### config.mk
export PLATFORM = sky130hd
export DESIGN_NAME = chain_readout_ctrl
export DESIGN_NICKNAME = d
export VERILOG_FILES = /design/src/rtl/ro_pkg.sv /design/src/rtl/ro_event_store.sv /design/src/rtl/ro_serializer.sv /design/src/rtl/ro_phase_fsm.sv /design/src/rtl/chain_readout_ctrl.sv
export SDC_FILE = /design/constraint.sdc
export NUM_CORES = 1
export LEC_CHECK = 0
export BUFFER_PORTS_ARGS = -buffer_cell sky130_fd_sc_hd__buf_2
export CORE_MARGIN = 5
export CORE_UTILIZATION = 59
export CTS_CLUSTER_SIZE = 24
export DETAILED_ROUTE_END_ITERATION = 12
export PLACE_DENSITY = 0.85
export SLEW_MARGIN = 15
export SYNTH_ARGS = -nofsm -noshare
export SYNTH_HDL_FRONTEND = slang
export SYNTH_SLANG_ARGS = --single-unit
### constraint.sdc
create_clock -name clk -period 3 [get_ports clk]
set_clock_uncertainty 0.2 [all_clocks]
set_input_delay 0.45 -clock clk [delete_from_list [all_inputs] [get_ports clk]]
set_output_delay 0.45 -clock clk [all_outputs]
set_load 0.02 [all_outputs]
### src/rtl/ro_pkg.sv
package ro_pkg;
  typedef enum logic [2:0] {
    PH_IDLE  = 3'd0,
    PH_ACQ   = 3'd1,
    PH_CONV  = 3'd2,
    PH_READY = 3'd3,
    PH_SEND  = 3'd4,
    PH_PASS  = 3'd5
  } ro_phase_e;
endpackage

### src/rtl/ro_event_store.sv
module ro_event_store #(
  parameter int EVT_W = 8,
  parameter int DEPTH = 4,
  localparam int AW = (DEPTH > 1) ? $clog2(DEPTH) : 1,
  localparam int CNT_W = $clog2(DEPTH + 1)
) (
  input  logic             clk,
  input  logic             rst,
  input  logic             clr,
  input  logic             acq_open,
  input  logic             hit_valid,
  input  logic [EVT_W-1:0] hit_word,
  input  logic [AW-1:0]    rd_addr,
  output logic [EVT_W-1:0] rd_q,
  output logic [CNT_W-1:0] count
);
  logic [EVT_W-1:0] mem [DEPTH];
  logic             wr_ok;

  assign wr_ok = acq_open && hit_valid && (count < CNT_W'(DEPTH));

  always_ff @(posedge clk) begin
    if (wr_ok) mem[count[AW-1:0]] <= hit_word;
    rd_q <= mem[rd_addr];
  end

  always_ff @(posedge clk) begin
    if (rst || clr) count <= '0;
    else if (wr_ok) count <= count + 1'b1;
  end

  assert_count_cap_R4: assert property (@(posedge clk) disable iff (rst)
    count <= CNT_W'(DEPTH));
  assert_closed_store_R4: assert property (@(posedge clk) disable iff (rst)
    (!acq_open && !clr) |=> $stable(count));
endmodule

### src/rtl/ro_serializer.sv
module ro_serializer #(
  parameter int EVT_W = 8,
  parameter int DEPTH = 4,
  localparam int AW = (DEPTH > 1) ? $clog2(DEPTH) : 1,
  localparam int CNT_W = $clog2(DEPTH + 1),
  localparam int BW = (EVT_W > 1) ? $clog2(EVT_W) : 1
) (
  input  logic             clk,
  input  logic             rst,
  input  logic             go,
  input  logic [CNT_W-1:0] n_words,
  input  logic [EVT_W-1:0] rd_q,
  output logic [AW-1:0]    rd_addr,
  output logic             busy,
  output logic             last_bit,
  output logic             bit_out
);
  logic [EVT_W-1:0] shreg;
  logic [BW-1:0]    bit_cnt;
  logic [CNT_W-1:0] words_left;

  assign last_bit = busy && (bit_cnt == '0) && (words_left == '0);
  assign bit_out  = busy ? shreg[EVT_W-1] : 1'b0;

  always_ff @(posedge clk) begin
    if (rst) begin
      busy       <= 1'b0;
      shreg      <= '0;
      bit_cnt    <= '0;
      words_left <= '0;
      rd_addr    <= '0;
    end else if (go && !busy) begin
      busy       <= 1'b1;
      shreg      <= rd_q;
      bit_cnt    <= BW'(EVT_W - 1);
      words_left <= n_words - 1'b1;
      rd_addr    <= AW'(1);
    end else if (busy) begin
      if (bit_cnt != '0) begin
        shreg   <= shreg << 1;
        bit_cnt <= bit_cnt - 1'b1;
      end else if (words_left == '0) begin
        busy    <= 1'b0;
        rd_addr <= '0;
      end else begin
        shreg      <= rd_q;
        bit_cnt    <= BW'(EVT_W - 1);
        words_left <= words_left - 1'b1;
        rd_addr    <= rd_addr + 1'b1;
      end
    end
  end

  assert_go_starts_R5: assert property (@(posedge clk) disable iff (rst)
    (go && !busy) |=> busy);
  assert_last_stops_R7: assert property (@(posedge clk) disable iff (rst)
    last_bit |=> !busy);
endmodule

### src/rtl/ro_phase_fsm.sv
module ro_phase_fsm
  import ro_pkg::*;
#(
  parameter int DEPTH    = 4,
  parameter int CONV_CYC = 4,
  localparam int CNT_W = $clog2(DEPTH + 1),
  localparam int CV_W  = (CONV_CYC > 1) ? $clog2(CONV_CYC) : 1
) (
  input  logic             clk,
  input  logic             rst,
  input  logic             start_acq,
  input  logic             start_conv,
  input  logic             start_readout,
  input  logic [CNT_W-1:0] n_events,
  input  logic             ser_busy,
  input  logic             ser_last,
  output logic             acq_clear,
  output logic             acq_open,
  output logic             ser_go,
  output logic             pwr_acq,
  output logic             pwr_conv,
  output logic             pwr_ro,
  output logic             end_ro
);
  ro_phase_e       state, state_nx;
  logic [CV_W-1:0] conv_cnt;
  logic            tok_pend;
  logic            tok_go;

  assign tok_go    = (state == PH_READY) && (start_readout || tok_pend);
  assign ser_go    = tok_go && (n_events != '0);
  assign acq_clear = (state == PH_IDLE) && start_acq;
  assign acq_open  = (state == PH_ACQ);
  assign pwr_acq   = (state == PH_ACQ);
  assign pwr_conv  = (state == PH_CONV);
  assign pwr_ro    = (state == PH_READY) || (state == PH_SEND) || (state == PH_PASS);
  assign end_ro    = (state == PH_PASS);

  always_comb begin
    state_nx = state;
    unique case (state)
      PH_IDLE:  if (start_acq) state_nx = PH_ACQ;
      PH_ACQ:   if (start_conv) state_nx = PH_CONV;
      PH_CONV:  if (conv_cnt == '0) state_nx = PH_READY;
      PH_READY: if (tok_go) state_nx = (n_events == '0) ? PH_PASS : PH_SEND;
      PH_SEND:  if (ser_last) state_nx = PH_PASS;
      PH_PASS:  state_nx = PH_IDLE;
      default:  state_nx = PH_IDLE;
    endcase
  end

  always_ff @(posedge clk) begin
    if (rst) begin
      state    <= PH_IDLE;
      conv_cnt <= '0;
      tok_pend <= 1'b0;
    end else begin
      state <= state_nx;
      if (state == PH_ACQ && start_conv) conv_cnt <= CV_W'(CONV_CYC - 1);
      else if (state == PH_CONV && conv_cnt != '0) conv_cnt <= conv_cnt - 1'b1;
      if (state == PH_CONV && start_readout) tok_pend <= 1'b1;
      else if (state != PH_CONV) tok_pend <= 1'b0;
    end
  end

  assert_bus_owner_R5: assert property (@(posedge clk) disable iff (rst)
    ser_busy |-> (state == PH_SEND));
  assert_end_single_R7: assert property (@(posedge clk) disable iff (rst)
    end_ro |=> !end_ro);
  assert_acq_locked_R10: assert property (@(posedge clk) disable iff (rst)
    (state != PH_IDLE && state != PH_ACQ) |=> (state != PH_ACQ));
  assert_conv_exit_R3: assert property (@(posedge clk) disable iff (rst)
    (state == PH_CONV && conv_cnt == '0) |=> (state == PH_READY));
endmodule

### src/rtl/chain_readout_ctrl.sv
module chain_readout_ctrl #(
  parameter int EVT_W    = 8,
  parameter int DEPTH    = 4,
  parameter int CONV_CYC = 4,
  localparam int AW    = (DEPTH > 1) ? $clog2(DEPTH) : 1,
  localparam int CNT_W = $clog2(DEPTH + 1)
) (
  input  logic             clk,
  input  logic             rst,
  input  logic             start_acq,
  input  logic             start_conv,
  input  logic             start_readout,
  input  logic             hit_valid,
  input  logic [EVT_W-1:0] hit_word,
  output logic             pwr_acq,
  output logic             pwr_conv,
  output logic             pwr_ro,
  output logic             transmit_on,
  output logic             data_out,
  output logic             end_readout
);
  logic             acq_clear, acq_open, ser_go, ser_busy, ser_last;
  logic [EVT_W-1:0] rd_q;
  logic [AW-1:0]    rd_addr;
  logic [CNT_W-1:0] n_events;

  ro_phase_fsm #(.DEPTH(DEPTH), .CONV_CYC(CONV_CYC)) u_fsm (
    .clk(clk), .rst(rst), .start_acq(start_acq), .start_conv(start_conv),
    .start_readout(start_readout), .n_events(n_events), .ser_busy(ser_busy),
    .ser_last(ser_last), .acq_clear(acq_clear), .acq_open(acq_open),
    .ser_go(ser_go), .pwr_acq(pwr_acq), .pwr_conv(pwr_conv), .pwr_ro(pwr_ro),
    .end_ro(end_readout)
  );

  ro_event_store #(.EVT_W(EVT_W), .DEPTH(DEPTH)) u_store (
    .clk(clk), .rst(rst), .clr(acq_clear), .acq_open(acq_open),
    .hit_valid(hit_valid), .hit_word(hit_word), .rd_addr(rd_addr),
    .rd_q(rd_q), .count(n_events)
  );

  ro_serializer #(.EVT_W(EVT_W), .DEPTH(DEPTH)) u_ser (
    .clk(clk), .rst(rst), .go(ser_go), .n_words(n_events), .rd_q(rd_q),
    .rd_addr(rd_addr), .busy(ser_busy), .last_bit(ser_last), .bit_out(data_out)
  );

  assign transmit_on = ser_busy;

  assert_params_R5: assert property (@(posedge clk) (EVT_W >= 2) && (DEPTH >= 2) && (CONV_CYC >= 2));
  assert_released_R6: assert property (@(posedge clk) disable iff (rst)
    (pwr_acq || pwr_conv) |-> !transmit_on);
endmodule

# Yosys cells after proc, flatten, opt, wreduce, memory -nomap -nowiden
# Memory sizes are Yosys's and may differ from the RTL's. A register that Yosys moved wholly into a read port is not among the register bits.
# Cells that the tools add are included.
[op_classes] reduce_logical=33 n_lt_le_gt_ge=1 add_sub_neg=6 mux=34 bitwise=1 eq_ne=14
[op_table] cell="$mux 3" count=13
[op_table] cell="$mux 8" count=4
[op_table] cell="$pmux 3 s5" count=1
[op_table] cell="$mux 1" count=13
[op_table] cell="$logic_not 3->1" count=4
[op_table] cell="$logic_and 1x1->1" count=11
[op_table] cell="$sub 3x1->3 const B" count=3
[op_table] cell="$ne 2x1->1 const B" count=4
[op_table] cell="$reduce_bool 2->1" count=4
[op_table] cell="$eq 3x2->1 const B" count=2
[op_table] cell="$eq 3x3->1 const B" count=2
[op_table] cell="$mux 2" count=3
[op_table] cell="$ne 2x2->1 const B" count=3
[op_table] cell="$reduce_and 2->1" count=3
[op_table] cell="$reduce_bool 3->1" count=2
[op_table] cell="$reduce_and 5->1" count=1
[op_table] cell="$logic_or 1x1->1" count=4
[op_table] cell="$add 3x1->3 const B" count=1
[op_table] cell="$eq 3x1->1 const B" count=1
[op_table] cell="$lt 3x3->1 const B" count=1
[op_table] cell="$ne 3x1->1 const B" count=1
[op_table] cell="$ne 3x2->1 const B" count=1
[op_table] cell="$reduce_and 3->1" count=1
[op_table] cell="$add 2x1->2 const B" count=1
[op_table] cell="other kinds (5)" count=5
[word_totals] input_bits=14 memories=1 mem_bits_rw=32 out_inout_bits=6 ff_bits=26 word_cells=100
[memory_table] name="u_store.mem" depth=4 width=8 read_ports=1 rd_clocked_by_memory_dff=1 wr=1 line_no="ro_event_store.sv:17" source="logic [EVT_W-1:0] mem [DEPTH];"

# Depth between registers and ports, before layout
# Gate-level depths: netlist of the first run.
[depth] word_depth=6 ltp_mapped=10 mapped_depth_nobuf=9

# By module
# A second synthesis of the first run with hierarchy kept.
[unflattened] cells_unflattened=226 hier_area_um2=2867.8
[modules_own_cells] module="ro_event_store" seq_area_each_um2=1181.1 cells_per_inst=72 area_per_inst_um2=1530.2 instances=1
[modules_own_cells] module="ro_serializer" seq_area_each_um2=340.3 cells_per_inst=101 area_per_inst_um2=883.3 instances=1
[modules_own_cells] module="ro_phase_fsm" seq_area_each_um2=120.1 cells_per_inst=53 area_per_inst_um2=454.2 instances=1

# Worst setup path after synthesis of the first run
# No wires, ideal clock.
[synth_timing] kind="reg-to-reg" start="register u_store.count[0]" end="register u_ser.words_left[2]" path_slack_ns=0.351 n_path_buf=1 path_stages_with_launch=11 arrival_time_ns=2.334 setup_time_ns=0.115 t_required_ns=2.685 period_less_slack_ns=2.649 path_cell_list="dfxtp_1 -> inv_1 -> ha_1 -> nor2b_1 -> nor4_1 -> clkbuf_1 -> mux2i_1 -> ha_1 -> nor3b_1 -> xor2_1 -> o21a_1"
[synth_between] elab_chain_len=5 word_cells_on_any_way=9 classes_between="1 x add/sub; 2 x eq/ne; 1 x mux; 5 x reduce/logical"
[synth_rtl] element="start: declaration" line_no="ro_event_store.sv:15" source="output logic [CNT_W-1:0] count"
[synth_rtl] element="start signal: assignment" line_no="ro_event_store.sv:29" source="else if (wr_ok) count <= count + 1'b1;"
[synth_rtl] element="$reduce_bool 3->1" line_no="ro_phase_fsm.sv:31" source="assign ser_go = tok_go && (n_events != '0);"
[synth_rtl] element="$logic_and 1x1->1" line_no="ro_phase_fsm.sv:31"
[synth_rtl] element="$logic_and 1x1->1" line_no="ro_serializer.sv:32" source="end else if (go && !busy) begin"
[synth_rtl] element="$ne 2x1->1 (no source line) or $reduce_bool 2->1 (tied branches)"
[synth_rtl] element="$reduce_and 3->1 (no source line)"
[synth_rtl] element="end signal: assignment" line_no="ro_serializer.sv:36" source="words_left <= n_words - 1'b1;"
[synth_rtl] element="end signal: assignment" line_no="ro_serializer.sv:48" source="words_left <= words_left - 1'b1;"
[synth_rtl] element="end: declaration" line_no="ro_serializer.sv:20" source="logic [CNT_W-1:0] words_left;"
# Several ways; a longest one is shown, not always the timed one.
# A chain may end at the register's enable or synchronous reset.

# Worst setup path after layout of the first run
# Ends and elaborated chain as after synthesis.

==> impl_metrics.csv, run 1 <==
group,metric,value,unit
cells_and_area,final_common_cell,"dfxtp_1",
cts,cts.sinks,66,
placed_design,dp_cells,273,
min_path,worstHoldStart,"hit_word[5]",
placed_design,dp_slack,0.399,ns
cells_and_area,fin_cells,289,
sta,worst_slew_pin_slew,0.718,ns
drt,drt-total-wl,4860,um
cts,cts_buffer_depth,2,
sta,maxSlewHeadroom,0.520,
grt,antenna_found_initial,0,
sta,fmax,380,MHz
cells_and_area,final-seq-area,1640,um2
cts,cts_root_buffer,"clkbuf_8",
critical_path,reg2reg_from,"u_store.count[0]",
logic_synthesis,syn_inst,208,
placed_design,dpl.hpwl,3180,um
floorplanning,die_area,6090,um2
critical_path,crit_required,3.02,ns
logic_synthesis,synthTopCellsByArea,"edfxtp_1 35%, dfxtp_1 25%, mux4_2 6.6%",
sta,timing.final.crit_share,0.877,
placed_design,portBuffers,19,
pwr,power.total,1.78,mW
floorplanning,die_x,78.1,um
sta,maxSlewViolCount,0,
critical_path,cp-startpoint,"u_store.count[0]",
sta,setup_viol,0,
drt,met2_length,2460,um
sta,hold_viol,0,
logic_synthesis,syn-mean-instance-area,13.1,um2
critical_path,worstPathCellList,"inv_1 > ha_1 > nor2b_1 > nor4_1 > buf_4 > mux2i_1 > ha_1 > nor3b_1 > xor2_1 > o21a_1",
critical_path,start_kind,"register",
drt,dr.pass1.iters,4,
sta,min_period,2.63,ns
logic_synthesis,synth_top_cell_by_area,"edfxtp_1",
critical_path,critPathCaptureType,"register",
cells_and_area,antenna_cells,0,
logic_synthesis,seq_area_frac_synth,0.600,
drt,wl_per_cell,16.8,um
grt,grt_pass1_wl,7990,um
pwr,power.density,578,nW/um2
floorplanning,rows,24,
job,maxCapViolCount,0,
min_path,min_path_type,"input port to register",
logic_synthesis,synth_warnings,0,
critical_path,arrival,2.65,ns
drt,avgViaCountPerCell,5.79,
grt,gr-usage-all-layers,0.173,
critical_path,critPathSlowestCell,"dfxtp_1",
cts,ctsHoldBuffers,0,
cells_and_area,n_fill_cell,305,
logic_synthesis,synth_nets,230,
floorplanning,core_area,4410,um2
grt,overflow,0,
sta,rsz0062_at_grt,"false",
cells_and_area,multi_input_area,1020,um2
cells_and_area,area_growth,12.6,%
cts,htreeDepth,3,
drt,ant_nets,0,
cts,post_cts_buffers,0,
cts,cts.reportedPaths.clkPinSlew,0.07,ns
cells_and_area,drive_above_1_share,0.211,
status,status,"completed",
sta,fin_setup_tns,0,ns
drt,wl_met3,211,um
pwr,ir_worst_vdd,0.000451,V
min_path,hold_depth,1,
cts,ctsResizeCount,0,
logic_synthesis,yosysUniqueCellTypes,37,
placed_design,place.gp.congestion,0.778,
drt,dr_total_vias,1673,
grt,grt_pass1_vias,1657,
critical_path,critical_path_peak_fanout,12,
floorplanning,ios,20,
drt,drt-met1-wl,2060,um
logic_synthesis,synth-seq-cells,66,
sta,fin_ws,0.370,ns
logic_synthesis,syn-cell-area,2730,um2
drt,highest_layer,"met4",
critical_path,slowest_delay,0.43,ns
drt,dr.first_iter.drc_count,196,
critical_path,crit_top_cell,"ha_1",
sta,holdWs,0.131,ns
drt,drc,0,
cts,clock_latency,0.33,ns
critical_path,crit_type,"register to register",
cells_and_area,finalNetCount,254,
critical_path,r2r_cells,10,
floorplanning,initial_core_util,0.619,
cts,numCtsBuffers,9,
logic_synthesis,yosysTopAreaCellShare,0.351,
floorplanning,die_y,78.1,um
cts,cts_tree,"done",
pwr,power_leakage,1.14,nW
cells_and_area,mostFrequentLayoutCells,"34 x dfxtp_1, 32 x edfxtp_1, 20 x a21oi_1, 19 x buf_2, 11 x mux2i_1",
grt,grt_max_degree,22,
-- cell families (layout without fill, tap and decap cells) --
| kind of cell | after synthesis | after routing | synth area share |
|---|---|---|---|
| DFF | 66 | 66 | 0.600 |
| AOI/OAI and AO/OA | 50 | 50 | 0.128 |
| and+or+nand+nor | 39 | 39 | 0.0824 |
| buffers and inverters | 20 | 49 | 0.0275 |
| muxes | 19 | 19 | 0.106 |
| adders and majority gates | 8 | 8 | 0.0366 |
| xor gates and xnor gates | 6 | 6 | 0.0192 |
-- through the flow --
| step | cell area (um2) | utilization |
|---|---|---|
| 6_report | 3080 | 0.697 |
| 4_1_cts | 3080 | 0.697 |
| 2_1_floorplan | 2730 | - |
| 3_3_place_gp | 2890 | 0.654 |
| 5_1_grt | 3080 | 0.697 |
| 3_5_place_dp | 2890 | 0.654 |
-- path summary, 6_finish.rpt --
check                        endpoint  slack, ns
setup reg to reg  u_ser.words_left[2]       0.37
hold / removal      u_store.mem[3][5]       0.13
setup / recovery  u_ser.words_left[2]       0.37
hold reg to reg        u_ser.shreg[0]       0.28
-- registers in the layout, indices dropped and copies added (netlist names) --
| signal | cells |
|---|---|
| u_ser.bit_cnt | 3 |
| u_store.mem | 32 |
| u_store.rd_q | 8 |
| u_ser.shreg | 8 |
| u_ser.words_left | 3 |
| u_ser.rd_addr | 2 |
| u_store.count | 3 |
| u_fsm.state | 3 |
| u_fsm.conv_cnt | 2 |
| u_ser.busy | 1 |
| u_fsm.tok_pend | 1 |
-- power breakdown --
part           switching [mW]  total (mW)  internal [mW]
Combinational          0.0543      0.0941         0.0398
Sequential             0.0137       0.978          0.965
Clock                   0.327       0.707          0.380
-- Yosys cell counts --
library cell,n
dfxtp_1,34
edfxtp_1,32
a21oi_1,20
mux2i_1,11
inv_1,10
nor2_1,10
clkbuf_1,9
a211oi_1,8
ha_1,8
mux4_2,8
and2_1,7
o21ai_0,6
nand2_1,5
o21a_1,5
nor3b_1,4
nor3_1,3
xnor2_1,3
xor2_1,3
a311oi_1,2
nand2b_1,2
nor4_1,2
a2111oi_0,1
and3b_1,1
buf_1,1
nand3b_1,1
nand4b_1,1
nor2b_1,1
nor4b_1,1
nor4b_2,1
o211a_1,1
o211ai_2,1
o22ai_1,1
o311a_1,1
o31a_1,1
o31ai_1,1
o31ai_2,1
o41ai_4,1
-- routing by layer --
layer	vias up	global-route usage
met5	-	0
met4	0	0.117
met3	12	0.0423
met2	39	0.261
met1	791	0.219
li1	831	-
-- layout make-up --
class	count	area share
inverters	10	0.0122
repair buffers	23	0.0407
well taps	52	0.0211
clock buffers	9	0.0402
clock inverters	7	0.0220
flip-flops and latches	66	0.533
multi-input cells	122	0.330
-- worst max-delay path, delay by kind of cell (launching register included) --
family / cells / cell delay, ns
AOI/OAI and AO/OA: 1 / 0.17
muxes: 1 / 0.23
buffers and inverters: 2 / 0.33
and+or+nand+nor: 3 / 0.65
adders and majority gates: 2 / 0.41
DFF: 1 / 0.43
xor gates and xnor gates: 1 / 0.10
Note: power is estimated with default switching activity, not from simulation.
==> run 2, diff against run 1 <==
RECOVER_POWER = 100   (was unset)
==> impl_metrics.csv, run 2 (synthesized netlist as in run 1, its figures left out) <==
group,metric,value,unit
critical_path,critPathSlowestCell,"nor4b_1",
drt,dr.first_iter.drc_count,180,
cells_and_area,finalNetCount,254,
critical_path,cp-endpoint,"u_store.mem[1][7]",
grt,overflow,0,
sta,timing.final.crit_share,0.902,
cells_and_area,area_growth,11.0,%
cts,ctsHoldBuffers,0,
floorplanning,rows,24,
critical_path,reg2reg_to,"u_store.mem[1][7]",
cts,post_cts_buffers,0,
drt,avgViaCountPerCell,5.89,
grt,gr-usage-all-layers,0.173,
min_path,worstHoldStart,"hit_word[3]",
min_path,min_path_type,"input port to register",
floorplanning,core_area,4410,um2
status,status,"completed",
sta,maxSlewHeadroom,0.233,
critical_path,crit_type,"register to register",
sta,setup_viol,0,
critical_path,r2r_cells,3,
drt,dr_total_vias,1701,
placed_design,place.gp.congestion,0.778,
grt,antenna_found_initial,0,
critical_path,cp_num_buf_inv,0,
floorplanning,die_x,78.1,um
grt,grt_pass1_wl,7990,um
critical_path,critPathCaptureType,"register",
cells_and_area,final_common_cell,"dfxtp_1",
drt,dr.pass1.iters,4,
floorplanning,die_area,6090,um2
critical_path,worstPathCellList,"nand2b_1 > nor4b_1 > and2_1",
cells_and_area,largest_register_ffs,32,
pwr,power_leakage,1.09,nW
grt,grt_pass1_vias,1657,
sta,rsz0062_at_grt,"false",
cells_and_area,n_fill_cell,317,
cells_and_area,mostFrequentLayoutCells,"34 x dfxtp_1, 32 x edfxtp_1, 20 x a21oi_1, 14 x clkbuf_1, 11 x mux2i_1",
placed_design,dpl.hpwl,3180,um
cts,cts.reportedPaths.clkPinSlew,0.07,ns
critical_path,cp-startpoint,"u_fsm.state[0]",
cts,numCtsBuffers,9,
sta,fin_setup_tns,0,ns
cts,clock_latency,0.33,ns
cts,cts_root_buffer,"clkbuf_8",
floorplanning,initial_core_util,0.619,
critical_path,crit_cells,3,
sta,maxSlewViolCount,0,
floorplanning,die_y,78.1,um
sta,worst_slew_pin_slew,1.14,ns
critical_path,start_kind,"register",
critical_path,crit_required,2.77,ns
critical_path,slowest_delay,0.88,ns
critical_path,crit_family,"simple AND/OR/NAND/NOR gates",
sta,min_period,2.70,ns
job,maxCapViolCount,0,
cells_and_area,antenna_cells,0,
pwr,ir_worst_vdd,0.000448,V
drt,drc,0,
placed_design,portBuffers,19,
drt,drt-total-wl,4910,um
critical_path,reg2reg_from,"u_fsm.state[0]",
critical_path,arrival,2.48,ns
pwr,power.total,1.78,mW
pwr,power.density,585,nW/um2
cells_and_area,drive_above_1_share,0.143,
sta,hold_viol,0,
cts,cts_tree,"done",
drt,wl_per_cell,17.0,um
cts,ctsResizeCount,0,
cts,htreeDepth,3,
cts,cts.sinks,66,
sta,fmax,370,MHz
critical_path,ff2ff_setup_slack,0.30,ns
critical_path,critical_path_peak_fanout,12,
floorplanning,ios,20,
drt,ant_nets,0,
grt,grt_max_degree,22,
cts,cts_buffer_depth,2,
-- run 2: layout make-up --
class	instances	area, um2	share of cell area
clock buffer	9	124	0.0408
multi-input combinational	122	995	0.328
tap	52	65.1	0.0214
clock inverter	7	67.6	0.0223
sequential	66	1640	0.541
timing repair buffer	23	105	0.0346
inverter	10	37.5	0.0124
-- run 2: per-layer routing --
layer,share of wire,global-route usage
met5,0,0
met4,0.028,0.117
met3,0.053,0.0423
met2,0.49,0.261
met1,0.43,0.219
-- run 2: how the worst min path moves through the flow --
stage,slack (ns),cells after the start,endpoint
global placement,0.27,2,u_ser.shreg[0]
detailed placement,0.27,2,u_ser.shreg[0]
CTS,0.12,1,u_store.mem[0][5]
finish,0.18,1,u_store.mem[0][3]
floorplan,0.24,2,u_ser.shreg[0]
global route,0.18,2,u_fsm.tok_pend
-- run 2: report_power, final --
part / internal, mW / total (mW) / leakage [nW] / switching (mW)
combinational: 0.0359 / 0.0902 / 0.429 / 0.0543
sequential: 0.965 / 0.978 / 0.567 / 0.0135
clock: 0.380 / 0.707 / 0.0931 / 0.327
-- run 2: through the flow --
stage / util / hold WS, ns / setup WS (ns) / cells / area, um2
global route: 0.688 / 0.185 / 0.0636 / 289 / 3040
floorplan: - / 0.239 / 0.351 / 208 / 2730
detailed placement: 0.654 / 0.273 / 0.399 / 273 / 2890
global placement: 0.654 / 0.266 / 0.528 / 273 / 2890
finish: 0.688 / 0.176 / 0.295 / 289 / 3040
CTS: 0.697 / 0.116 / 0.357 / 289 / 3080
